--- config.mk ---
export PLATFORM = sky130hd
export DESIGN_NAME = sio_status_ctl
export DESIGN_NICKNAME = d
export VERILOG_FILES = /design/src/rtl/sio_status_pkg.sv /design/src/rtl/sio_clear_seq.sv /design/src/rtl/sio_rx_qualify.sv /design/src/rtl/sio_flag_bank.sv /design/src/rtl/sio_irq_merge.sv /design/src/rtl/sio_status_ctl.sv
export SDC_FILE = /design/constraint.sdc
export NUM_CORES = 1
export LEC_CHECK = 0
export BUFFER_PORTS_ARGS = -buffer_cell sky130_fd_sc_hd__buf_2
export CORE_AREA = 10 10 47 49
export CTS_BUF_LIST = sky130_fd_sc_hd__clkbuf_2 sky130_fd_sc_hd__clkbuf_4 sky130_fd_sc_hd__clkbuf_8
export CTS_CLUSTER_DIAMETER = 200
export DETAILED_ROUTE_END_ITERATION = 16
export DIE_AREA = 0 0 57 59
export GPL_TIMING_DRIVEN = 0
export PLACE_DENSITY = 0.77
export SLEW_MARGIN = 15
export SYNTH_ARGS = -nofsm -noshare
export SYNTH_HDL_FRONTEND = slang
export SYNTH_SLANG_ARGS = --single-unit
--- constraint.sdc ---
create_clock -name clk -period 1.2 [get_ports clk]
set_input_delay 0.3 -clock clk [delete_from_list [all_inputs] [get_ports clk]]
set_output_delay 0.3 -clock clk [all_outputs]
set_load 0.01 [all_outputs]
--- src/rtl/sio_status_pkg.sv ---
package sio_status_pkg;

  localparam int STAT_W = 8;

  // bit positions of the status byte (software decodes them)
  localparam int B_TXE   = 7;
  localparam int B_TC    = 6;
  localparam int B_RXR   = 5;
  localparam int B_IDLE  = 4;
  localparam int B_OVR   = 3;
  localparam int B_NOISE = 2;
  localparam int B_FRAME = 1;
  localparam int B_PAR   = 0;

  localparam logic [STAT_W-1:0] STAT_RST = 8'hC0;

  // groups cleared by each second step of the sequence
  localparam logic [STAT_W-1:0] CLR_ON_WR_MASK =
    (8'b1 << B_TXE) | (8'b1 << B_TC) | (8'b1 << B_PAR);
  localparam logic [STAT_W-1:0] CLR_ON_RD_MASK =
    (8'b1 << B_RXR) | (8'b1 << B_IDLE) | (8'b1 << B_OVR) |
    (8'b1 << B_NOISE) | (8'b1 << B_FRAME) | (8'b1 << B_PAR);

  localparam int KIND_W = 2;
  typedef enum logic [KIND_W-1:0] {
    TXK_DATA     = 2'd0,
    TXK_PREAMBLE = 2'd1,
    TXK_BREAK    = 2'd2
  } tx_kind_e;

  typedef struct packed {
    logic txe;
    logic tc;
    logic rx;
    logic idle;
    logic par;
  } irq_en_t;

  function automatic logic irq_from(input logic [STAT_W-1:0] s, input irq_en_t en);
    logic r;
    r = (s[B_TXE] & en.txe) |
        (s[B_TC] & en.tc) |
        ((s[B_RXR] | s[B_OVR]) & en.rx) |
        (s[B_IDLE] & en.idle) |
        (s[B_PAR] & en.par);
    return r;
  endfunction

  function automatic logic [STAT_W-1:0] clear_vec(input logic on_wr, input logic on_rd);
    logic [STAT_W-1:0] v;
    v = ({STAT_W{on_wr}} & CLR_ON_WR_MASK) | ({STAT_W{on_rd}} & CLR_ON_RD_MASK);
    return v;
  endfunction

endpackage

--- src/rtl/sio_clear_seq.sv ---
module sio_clear_seq (
  input  logic clk,
  input  logic rst_n,
  input  logic bus_rd,
  input  logic bus_wr,
  input  logic bus_is_data,
  output logic armed,
  output logic clr_on_wr,
  output logic clr_on_rd
);

  logic stat_rd;
  logic data_acc;
  logic armed_q;

  assign stat_rd  = bus_rd & ~bus_is_data;
  assign data_acc = (bus_rd | bus_wr) & bus_is_data;

  always_ff @(posedge clk) begin
    if (!rst_n) begin
      armed_q <= 1'b0;
    end else if (stat_rd) begin
      armed_q <= 1'b1;
    end else if (data_acc) begin
      armed_q <= 1'b0;
    end
  end

  assign armed     = armed_q;
  assign clr_on_wr = armed_q & bus_is_data & bus_wr;
  assign clr_on_rd = armed_q & bus_is_data & bus_rd;

  // one arming serves exactly one data access
  p_arm_consumed_r11: assert property (@(posedge clk) disable iff (!rst_n)
    (data_acc) |=> !armed);

  // a status write never arms
  p_status_wr_no_arm_r11: assert property (@(posedge clk) disable iff (!rst_n)
    (!armed && bus_wr && !bus_is_data && !bus_rd) |=> !armed);

endmodule

--- src/rtl/sio_rx_qualify.sv ---
module sio_rx_qualify (
  input  logic clk,
  input  logic rst_n,
  input  logic ev_rx_word,
  input  logic rx_noise,
  input  logic rx_frame_err,
  input  logic rx_parity_bad,
  input  logic parity_en,
  input  logic ev_idle,
  input  logic rxr_now,
  output logic rx_load,
  output logic set_rxr,
  output logic set_ovr,
  output logic set_noise,
  output logic set_frame,
  output logic set_par,
  output logic set_idle,
  output logic idle_allow
);

  logic allow_q;
  logic overrun_hit;

  assign overrun_hit = ev_rx_word & rxr_now;
  assign rx_load     = ev_rx_word & ~rxr_now;

  // qualifiers ride only on an accepted word; a dropped word reports overrun alone
  assign set_rxr   = rx_load;
  assign set_ovr   = overrun_hit;
  assign set_noise = rx_load & rx_noise;
  assign set_frame = rx_load & rx_frame_err;
  assign set_par   = rx_load & rx_parity_bad & parity_en;
  assign set_idle  = ev_idle & allow_q;

  always_ff @(posedge clk) begin
    if (!rst_n) begin
      allow_q <= 1'b1;
    end else if (rx_load) begin
      allow_q <= 1'b1;
    end else if (set_idle) begin
      allow_q <= 1'b0;
    end
  end

  assign idle_allow = allow_q;

  // after an idle report, no further report without a fresh word
  p_idle_gate_r6: assert property (@(posedge clk) disable iff (!rst_n)
    (set_idle && !rx_load) |=> !idle_allow);

  // overrun never loads the holding register
  p_overrun_no_load_r7: assert property (@(posedge clk) disable iff (!rst_n)
    (ev_rx_word && rxr_now) |-> !rx_load);

endmodule

--- src/rtl/sio_flag_bank.sv ---
module sio_flag_bank
  import sio_status_pkg::*;
#(
  parameter int                 W       = STAT_W,
  parameter logic [W-1:0]       RST_VAL = STAT_RST
) (
  input  logic         clk,
  input  logic         rst_n,
  input  logic [W-1:0] set_vec,
  input  logic [W-1:0] clr_vec,
  output logic [W-1:0] flags
);

  for (genvar i = 0; i < W; i++) begin : g_cell
    logic q;
    always_ff @(posedge clk) begin
      if (!rst_n) begin
        q <= RST_VAL[i];
      end else if (set_vec[i]) begin
        q <= 1'b1;
      end else if (clr_vec[i]) begin
        q <= 1'b0;
      end
    end
    assign flags[i] = q;

    // a set in the same cycle as a clear leaves the flag set
    p_set_wins_r12: assert property (@(posedge clk) disable iff (!rst_n)
      set_vec[i] |=> flags[i]);
  end

endmodule

--- src/rtl/sio_irq_merge.sv ---
module sio_irq_merge
  import sio_status_pkg::*;
(
  input  logic              clk,
  input  logic              rst_n,
  input  logic [STAT_W-1:0] stat,
  input  irq_en_t           en,
  output logic              irq
);

  assign irq = irq_from(stat, en);

  // noise and framing alone never request service
  p_irq_silent_errs_r9: assert property (@(posedge clk) disable iff (!rst_n)
    ((stat & ~((8'b1 << B_NOISE) | (8'b1 << B_FRAME))) == '0) |-> !irq);

  // with all enables off the line is low
  p_irq_all_off_r9: assert property (@(posedge clk) disable iff (!rst_n)
    (en == '0) |-> !irq);

endmodule

--- src/rtl/sio_status_ctl.sv ---
module sio_status_ctl
  import sio_status_pkg::*;
(
  input  logic       clk,
  input  logic       rst_n,
  input  logic       ev_tx_load,
  input  logic       ev_tx_done,
  input  logic [1:0] tx_kind,
  input  logic       ev_rx_word,
  input  logic       rx_noise,
  input  logic       rx_frame_err,
  input  logic       rx_parity_bad,
  input  logic       ev_idle,
  input  logic       parity_en,
  input  logic       ie_txe,
  input  logic       ie_tc,
  input  logic       ie_rx,
  input  logic       ie_idle,
  input  logic       ie_par,
  input  logic       bus_rd,
  input  logic       bus_wr,
  input  logic       bus_is_data,
  output logic [7:0] status,
  output logic       irq,
  output logic       rx_load
);

  logic              armed;
  logic              clr_on_wr;
  logic              clr_on_rd;
  logic              set_rxr, set_ovr, set_noise, set_frame, set_par, set_idle;
  logic              idle_allow;
  logic              tc_event;
  logic [STAT_W-1:0] set_vec;
  logic [STAT_W-1:0] clr_vec;
  logic [STAT_W-1:0] flags;
  irq_en_t           en;

  sio_clear_seq u_clr (
    .clk         (clk),
    .rst_n       (rst_n),
    .bus_rd      (bus_rd),
    .bus_wr      (bus_wr),
    .bus_is_data (bus_is_data),
    .armed       (armed),
    .clr_on_wr   (clr_on_wr),
    .clr_on_rd   (clr_on_rd)
  );

  sio_rx_qualify u_rxq (
    .clk           (clk),
    .rst_n         (rst_n),
    .ev_rx_word    (ev_rx_word),
    .rx_noise      (rx_noise),
    .rx_frame_err  (rx_frame_err),
    .rx_parity_bad (rx_parity_bad),
    .parity_en     (parity_en),
    .ev_idle       (ev_idle),
    .rxr_now       (flags[B_RXR]),
    .rx_load       (rx_load),
    .set_rxr       (set_rxr),
    .set_ovr       (set_ovr),
    .set_noise     (set_noise),
    .set_frame     (set_frame),
    .set_par       (set_par),
    .set_idle      (set_idle),
    .idle_allow    (idle_allow)
  );

  // only a data character completes a transmission
  assign tc_event = ev_tx_done & (tx_kind_e'(tx_kind) == TXK_DATA);

  always_comb begin
    set_vec          = '0;
    set_vec[B_TXE]   = ev_tx_load;
    set_vec[B_TC]    = tc_event;
    set_vec[B_RXR]   = set_rxr;
    set_vec[B_IDLE]  = set_idle;
    set_vec[B_OVR]   = set_ovr;
    set_vec[B_NOISE] = set_noise;
    set_vec[B_FRAME] = set_frame;
    set_vec[B_PAR]   = set_par;
  end

  assign clr_vec = clear_vec(clr_on_wr, clr_on_rd);

  sio_flag_bank #(
    .W       (STAT_W),
    .RST_VAL (STAT_RST)
  ) u_bank (
    .clk     (clk),
    .rst_n   (rst_n),
    .set_vec (set_vec),
    .clr_vec (clr_vec),
    .flags   (flags)
  );

  assign en.txe  = ie_txe;
  assign en.tc   = ie_tc;
  assign en.rx   = ie_rx;
  assign en.idle = ie_idle;
  assign en.par  = ie_par;

  sio_irq_merge u_irq (
    .clk   (clk),
    .rst_n (rst_n),
    .stat  (flags),
    .en    (en),
    .irq   (irq)
  );

  assign status = flags;

  // non-data frames leave transmit-complete alone
  p_tc_only_data_r5: assert property (@(posedge clk) disable iff (!rst_n)
    (ev_tx_done && tx_kind != 2'd0 && !status[B_TC]) |=> !status[B_TC]);

  // an overrun word never raises the framing flag
  p_frame_masked_r8: assert property (@(posedge clk) disable iff (!rst_n)
    (ev_rx_word && status[B_RXR] && !status[B_FRAME]) |=> !status[B_FRAME]);

  // parity flag cannot rise while checking is off
  p_par_gated_r10: assert property (@(posedge clk) disable iff (!rst_n)
    (!parity_en && !status[B_PAR]) |=> !status[B_PAR]);

  // receive-ready falls only after an armed data read
  p_rxr_clear_path_r4: assert property (@(posedge clk) disable iff (!rst_n)
    (status[B_RXR] && !(armed && bus_rd && bus_is_data)) |=> status[B_RXR]);

  // transmit-empty falls only after an armed data write
  p_txe_clear_path_r3: assert property (@(posedge clk) disable iff (!rst_n)
    (status[B_TXE] && !(armed && bus_wr && bus_is_data)) |=> status[B_TXE]);

  // an accepted word shows up as receive-ready next cycle
  p_load_sets_rxr_r13: assert property (@(posedge clk) disable iff (!rst_n)
    rx_load |=> status[B_RXR]);

endmodule

Yosys cells after proc, flatten, opt, wreduce, memory -nomap -nowiden
Index checks and enable logic that the tools add are counted.

Register bits after elaboration: 10. Input bits: 20. Output and inout port bits: 10.

Mux-type cells: 14. Bitwise logic cells: 28. Reductions and logical operators: 11.

Operator list (count): $and 1x1->1 (18); $mux 1 (14); $reduce_bool 2->1 (7); $or 8x6->8 (1); $or 1x1->1 (6); $reduce_or 2->1 (3); $not 1->1 (3); $logic_not 2->1 (1).

Logic depth before layout (Yosys ltp)
Depth after elaboration: 5. Depth in mapped cells: 3.

Cells and area by module
Synthesis repeated with hierarchy kept, for this count alone.

Cell total of the unflattened synthesis: 54. Area total of the unflattened synthesis: 565.5 µm².

By module, submodules not included: sio_flag_bank (instances 1, cells an instance 33, area an instance 382.9 µm², seq. area each 160.2 µm²); sio_rx_qualify (instances 1, cells an instance 10, area an instance 90.1 µm², seq. area each 20.0 µm²); sio_clear_seq (instances 1, cells an instance 5, area an instance 48.8 µm², seq. area each 20.0 µm²); sio_irq_merge (instances 1, cells an instance 4, area an instance 25.0 µm², seq. area each 0.0 µm²); sio_status_ctl (instances 1, cells an instance 2, area an instance 18.8 µm², seq. area each 0.0 µm²).

Least setup slack after synthesis
Ideal clock, no wire load.

Kind: in2out. From: in ie_txe. To: out irq. Data arrival time: 0.596 ns. Required time: 0.900 ns. Slack: 0.304 ns. Stages: 2. Cell sequence: a22oi_1 -> nand3_1.

Cells in the longest elaborated chain, start to end: 5.

Ends and longest elaborated chain: from (decl) (RTL line sio_status_ctl.sv:15) `input logic ie_txe,`; $and 1x1->1 (RTL line sio_status_pkg.sv:41) `r = (s[B_TXE] & en.txe) |`; $or 1x1->1 (RTL line sio_status_pkg.sv:41); $or 1x1->1 (RTL line sio_status_pkg.sv:42) `(s[B_TC] & en.tc) |`; $or 1x1->1 (RTL line sio_status_pkg.sv:43) `((s[B_RXR] | s[B_OVR]) & en.rx) |`; $or 1x1->1 (RTL line sio_status_pkg.sv:44) `(s[B_IDLE] & en.idle) |`; to (decl) (RTL line sio_status_ctl.sv:24) `output logic irq,`.

No other way between the ends.

Worst setup path in the final report
From: reg u_bank.g_cell[5].q. To: out irq.

Cells in the longest elaborated chain, start to end: 5.

Ends and longest elaborated chain: from (decl) (RTL line sio_flag_bank.sv:15) `logic q;`; from (signal assigned) (RTL line sio_flag_bank.sv:18) `q <= RST_VAL[i];`; $or 1x1->1 (RTL line sio_status_pkg.sv:43); $and 1x1->1 (RTL line sio_status_pkg.sv:43); $or 1x1->1 (RTL line sio_status_pkg.sv:42); $or 1x1->1 (RTL line sio_status_pkg.sv:43); $or 1x1->1 (RTL line sio_status_pkg.sv:44).

No other way between the ends.

==> summary.txt <==
Synth
  – Yosys top cell area share: 0.426
  – Area contributors post-synth: dfxtp_1 (43%), buf_4 (14%), a32o_1 (4.3%)
  – Yosys warnings: 0
  – Synth cell types: 20
  – Net Count, Synth: 69
  – Synth Cell Area: 470 µm²
  – Yosys top cell by area: dfxtp_1
  – Average size of a mapped cell: 9.60 µm²
  – Post-synthesis register bit count: 10
  – Seq/Total Area, Yosys: 0.426
  – Post-Synthesis Cells: 49

Cells and area
  – Final Cell Area: ~730 µm²
  – Share of cells above drive strength 1: 0.643
  – Synth-to-Final Area Change: 55.9%
  – Commonest non-fill, non-tap cell in the layout: buf_2
  – Antenna Cells: 0
  – Final net count: approximately 110
  – Most frequent cells in the layout: buf_2 (25), buf_4 (10), buf_6 (6), dfxtp_1 (6), nand3_1 (4)

Critical path
  – Crit path buf inv count: 1
  – Worst path cell trace: o21ai_1 -> nand3_1 -> buf_2
  – Worst r2r src: u_clr.armed$_SDFFE_PN0P_
  – R2R depth: 2
  – Crit. path cell count: 3
  – Req. time, crit path: ~900 ps
  – Crit path max fanout: 7
  – Critical path endpoint category: primary output
  – Slowest stage delay, CP: between 300 and 400 ps
  – Crit path kind: reg -> out
  – Cell class contributing the biggest share of worst-path delay: flip-flops
  – Worst R2R Setup Slack: 260 ps
  – Critical path arrival: a little under 1000 ps
  – Worst setup SP type: register
  – CP max-delay cell: dfxtp_4
  – Critical R2R Capture: u_bank.g_cell[6].q$_SDFFE_PP1P_

Timing
  – Max Freq: ~780 MHz
  – Rel. slew slack: 0.893
  – Fin. Hold Viols: 0
  – Clock skew: 0.873 ps
  – Tmin final: approximately 1300 ps
  – RSZ-0062 raised after global routing: yes
  – Count of final setup violators: 3
  – Slew Viols, Final: 0
  – Worst-margin pin slew: between 150 and 200 ps
  – Hold slack: roughly 220 ps
  – Worst setup margin: -87.6 ps
  – Final period util: 1.07

Detailed routing
  – DR iter-0 viols: 4
  – Vias: approximately 500
  – DRC viols: 0
  – TritonRoute pass-1 iters: 4
  – Via/cell ratio: 5.04
  – WL final: between 1000 and 1500 µm
  – Antenna-violating nets left: 0
  – Routed length per instance: roughly 14 µm

CTS
  – CTS root buf: clkbuf_4
  – Clock edge transition at the registers on the reported setup and hold paths: around 60 ps
  – Clk_lat worst skew: 270 ps
  – H-tree levels: 1
  – CTS buffer count: 3
  – Clk sink count: 10
  – TritonCTS clock tree: done
  – Bufs on Longest Clock Path: 2
  – Hold buffers post-CTS: 0

Global route
  – Initial antenna violation count: 0
  – Remaining Overflow, GRT: 0
  – Vias in the first global route: approximately 550
  – Pin count of the biggest net entering global routing: 11
  – GRT Total Usage: 0.0812
  – Global-route wire length before repair: 2240 µm

Floorplanning
  – Site Rows: 14
  – Chip height: just under 60 µm
  – Core area: 1400 µm²
  – Ports: 30
  – Starting Density: 0.336
  – Die footprint: around 3400 µm²
  – Die X-Extent: between 50 and 60 µm

Pwr
  – PwrDens: 1070 nW/µm²
  – Leak Pwr: between 0.0003 and 0.0004 µW
  – Worst VDD drop: around 0.51 mV
  – Sw frac: 0.260
  – Pint: 580 µW
  – Clock network fraction of total power: 0.293
  – Combinational fraction of design power: 0.223
  – Sw Pwr: approximately 200 µW
  – Flop pwr share: 0.484

Hold path
  – Min-Delay Path Class: in -> reg
  – Hold path endpoint: u_bank.g_cell[7].q$_SDFFE_PP1P_
  – Min-delay src: ev_tx_load
  – Hold path cells: 2

Run
  – Max Cap Violations: 0

Run status
  – Failing checks: setup timing
  – Status: complete, but fails checks

Placed design
  – PortBufs: 29
  – Post-Place Setup Slack: ~80 ps
  – Dpl cell area: 636 µm²
  – Gpl congestion: just over 0.7
  – Post-DP HPWL: between 1000 and 1500 µm
-- sequential cells by signal, indices dropped and copies added, names as in the netlist --
name              cells
u_rxq.idle_allow      1
u_clr.armed           1
u_bank.g_cell.q       8
-- per-stage QoR --
| step | TNS, ps | power [µW] | instances | utilization |
|---|---|---|---|---|
| after global placement | 0 | 534 | 94 | 0.454 |
| after detailed placement | 0 | 539 | 94 | 0.454 |
| after CTS | -221 | 771 | 99 | 0.488 |
| after floorplan | 0 | 465 | 49 | - |
| final | -134 | 785 | 100 | 0.523 |
| after global routing | -240 | 820 | 100 | 0.523 |
-- power groups by stage --
| stage | sequential (µW) | combinational (µW) | clock (µW) |
|---|---|---|---|
| after floorplan | 379 | 85.9 | 0 |
| after global routing | 384 | 193 | 244 |
| after detailed placement | 385 | 154 | 0 |
| after global placement | 384 | 150 | 0 |
| final | 380 | 175 | 230 |
| after CTS | 380 | 160 | 231 |
-- what timing repair did --
item / CTS / global route
setup endpoints to repair: 3 / 6
buffers inserted: 2 / 3
resized for setup: 6 / 9
pin swaps: 3 / 3
-- per-layer routing --
metal | vias up | share of wire | global-route usage
met2 | 25 | 0.45 | 0.124
met3 | 5 | 0.11 | 0.0451
met4 | 0 | 0.023 | 0.0503
met1 | 228 | 0.42 | 0.0855
li1 | 246 | - | -
met5 | - | 0 | 0
-- worst max-delay path by stage --
stage,slack [ps],to,from
global route,-140,irq,u_bank.g_cell[5].q$_SDFFE_PN0P_
detailed placement,80,irq,ie_tc
finish,-90,irq,u_bank.g_cell[5].q$_SDFFE_PN0P_
global placement,100,irq,ie_tc
floorplan,300,irq,ie_txe
CTS,-100,irq,u_bank.g_cell[6].q$_SDFFE_PP1P_
-- cell type report --
class / count / area (µm²)
timing repair buffer: 34 / 215
sequential: 10 / 208
multi-input combinational: 28 / 208
tap: 16 / 20.0
buffer: 7 / 52.6
inverter: 2 / 7.51
clock buffer: 3 / 22.5
fill: 134 / 668
-- cells in the mapped netlist, drive strengths merged --
master / number
buf: 9
nand2: 3
and3: 1
o21ai: 4
and3b: 1
a22oi: 2
a32o: 2
nor2b: 1
nor2: 1
a221o: 1
nand3: 5
inv: 2
nand4b: 1
o211a: 2
a211o: 2
a31o: 1
dfxtp: 10
o22ai: 1
-- worst reg2reg max path: stages (launching register included) --
cell and delay, ps:
dfxtp_1 390, nand3_2 100, a221o_1 340
-- cells by family (layout without fill, tap and decap cells) --
| family | after synthesis | after routing | synth area share |
|---|---|---|---|
| AOI/OAI and AO/OA | 15 | 15 | 0.253 |
| and+or+nand+nor | 13 | 13 | 0.162 |
| buffers and inverters | 11 | 46 | 0.160 |
| DFF | 10 | 10 | 0.426 |
No activity file was read; power rests on OpenSTA's default activity.
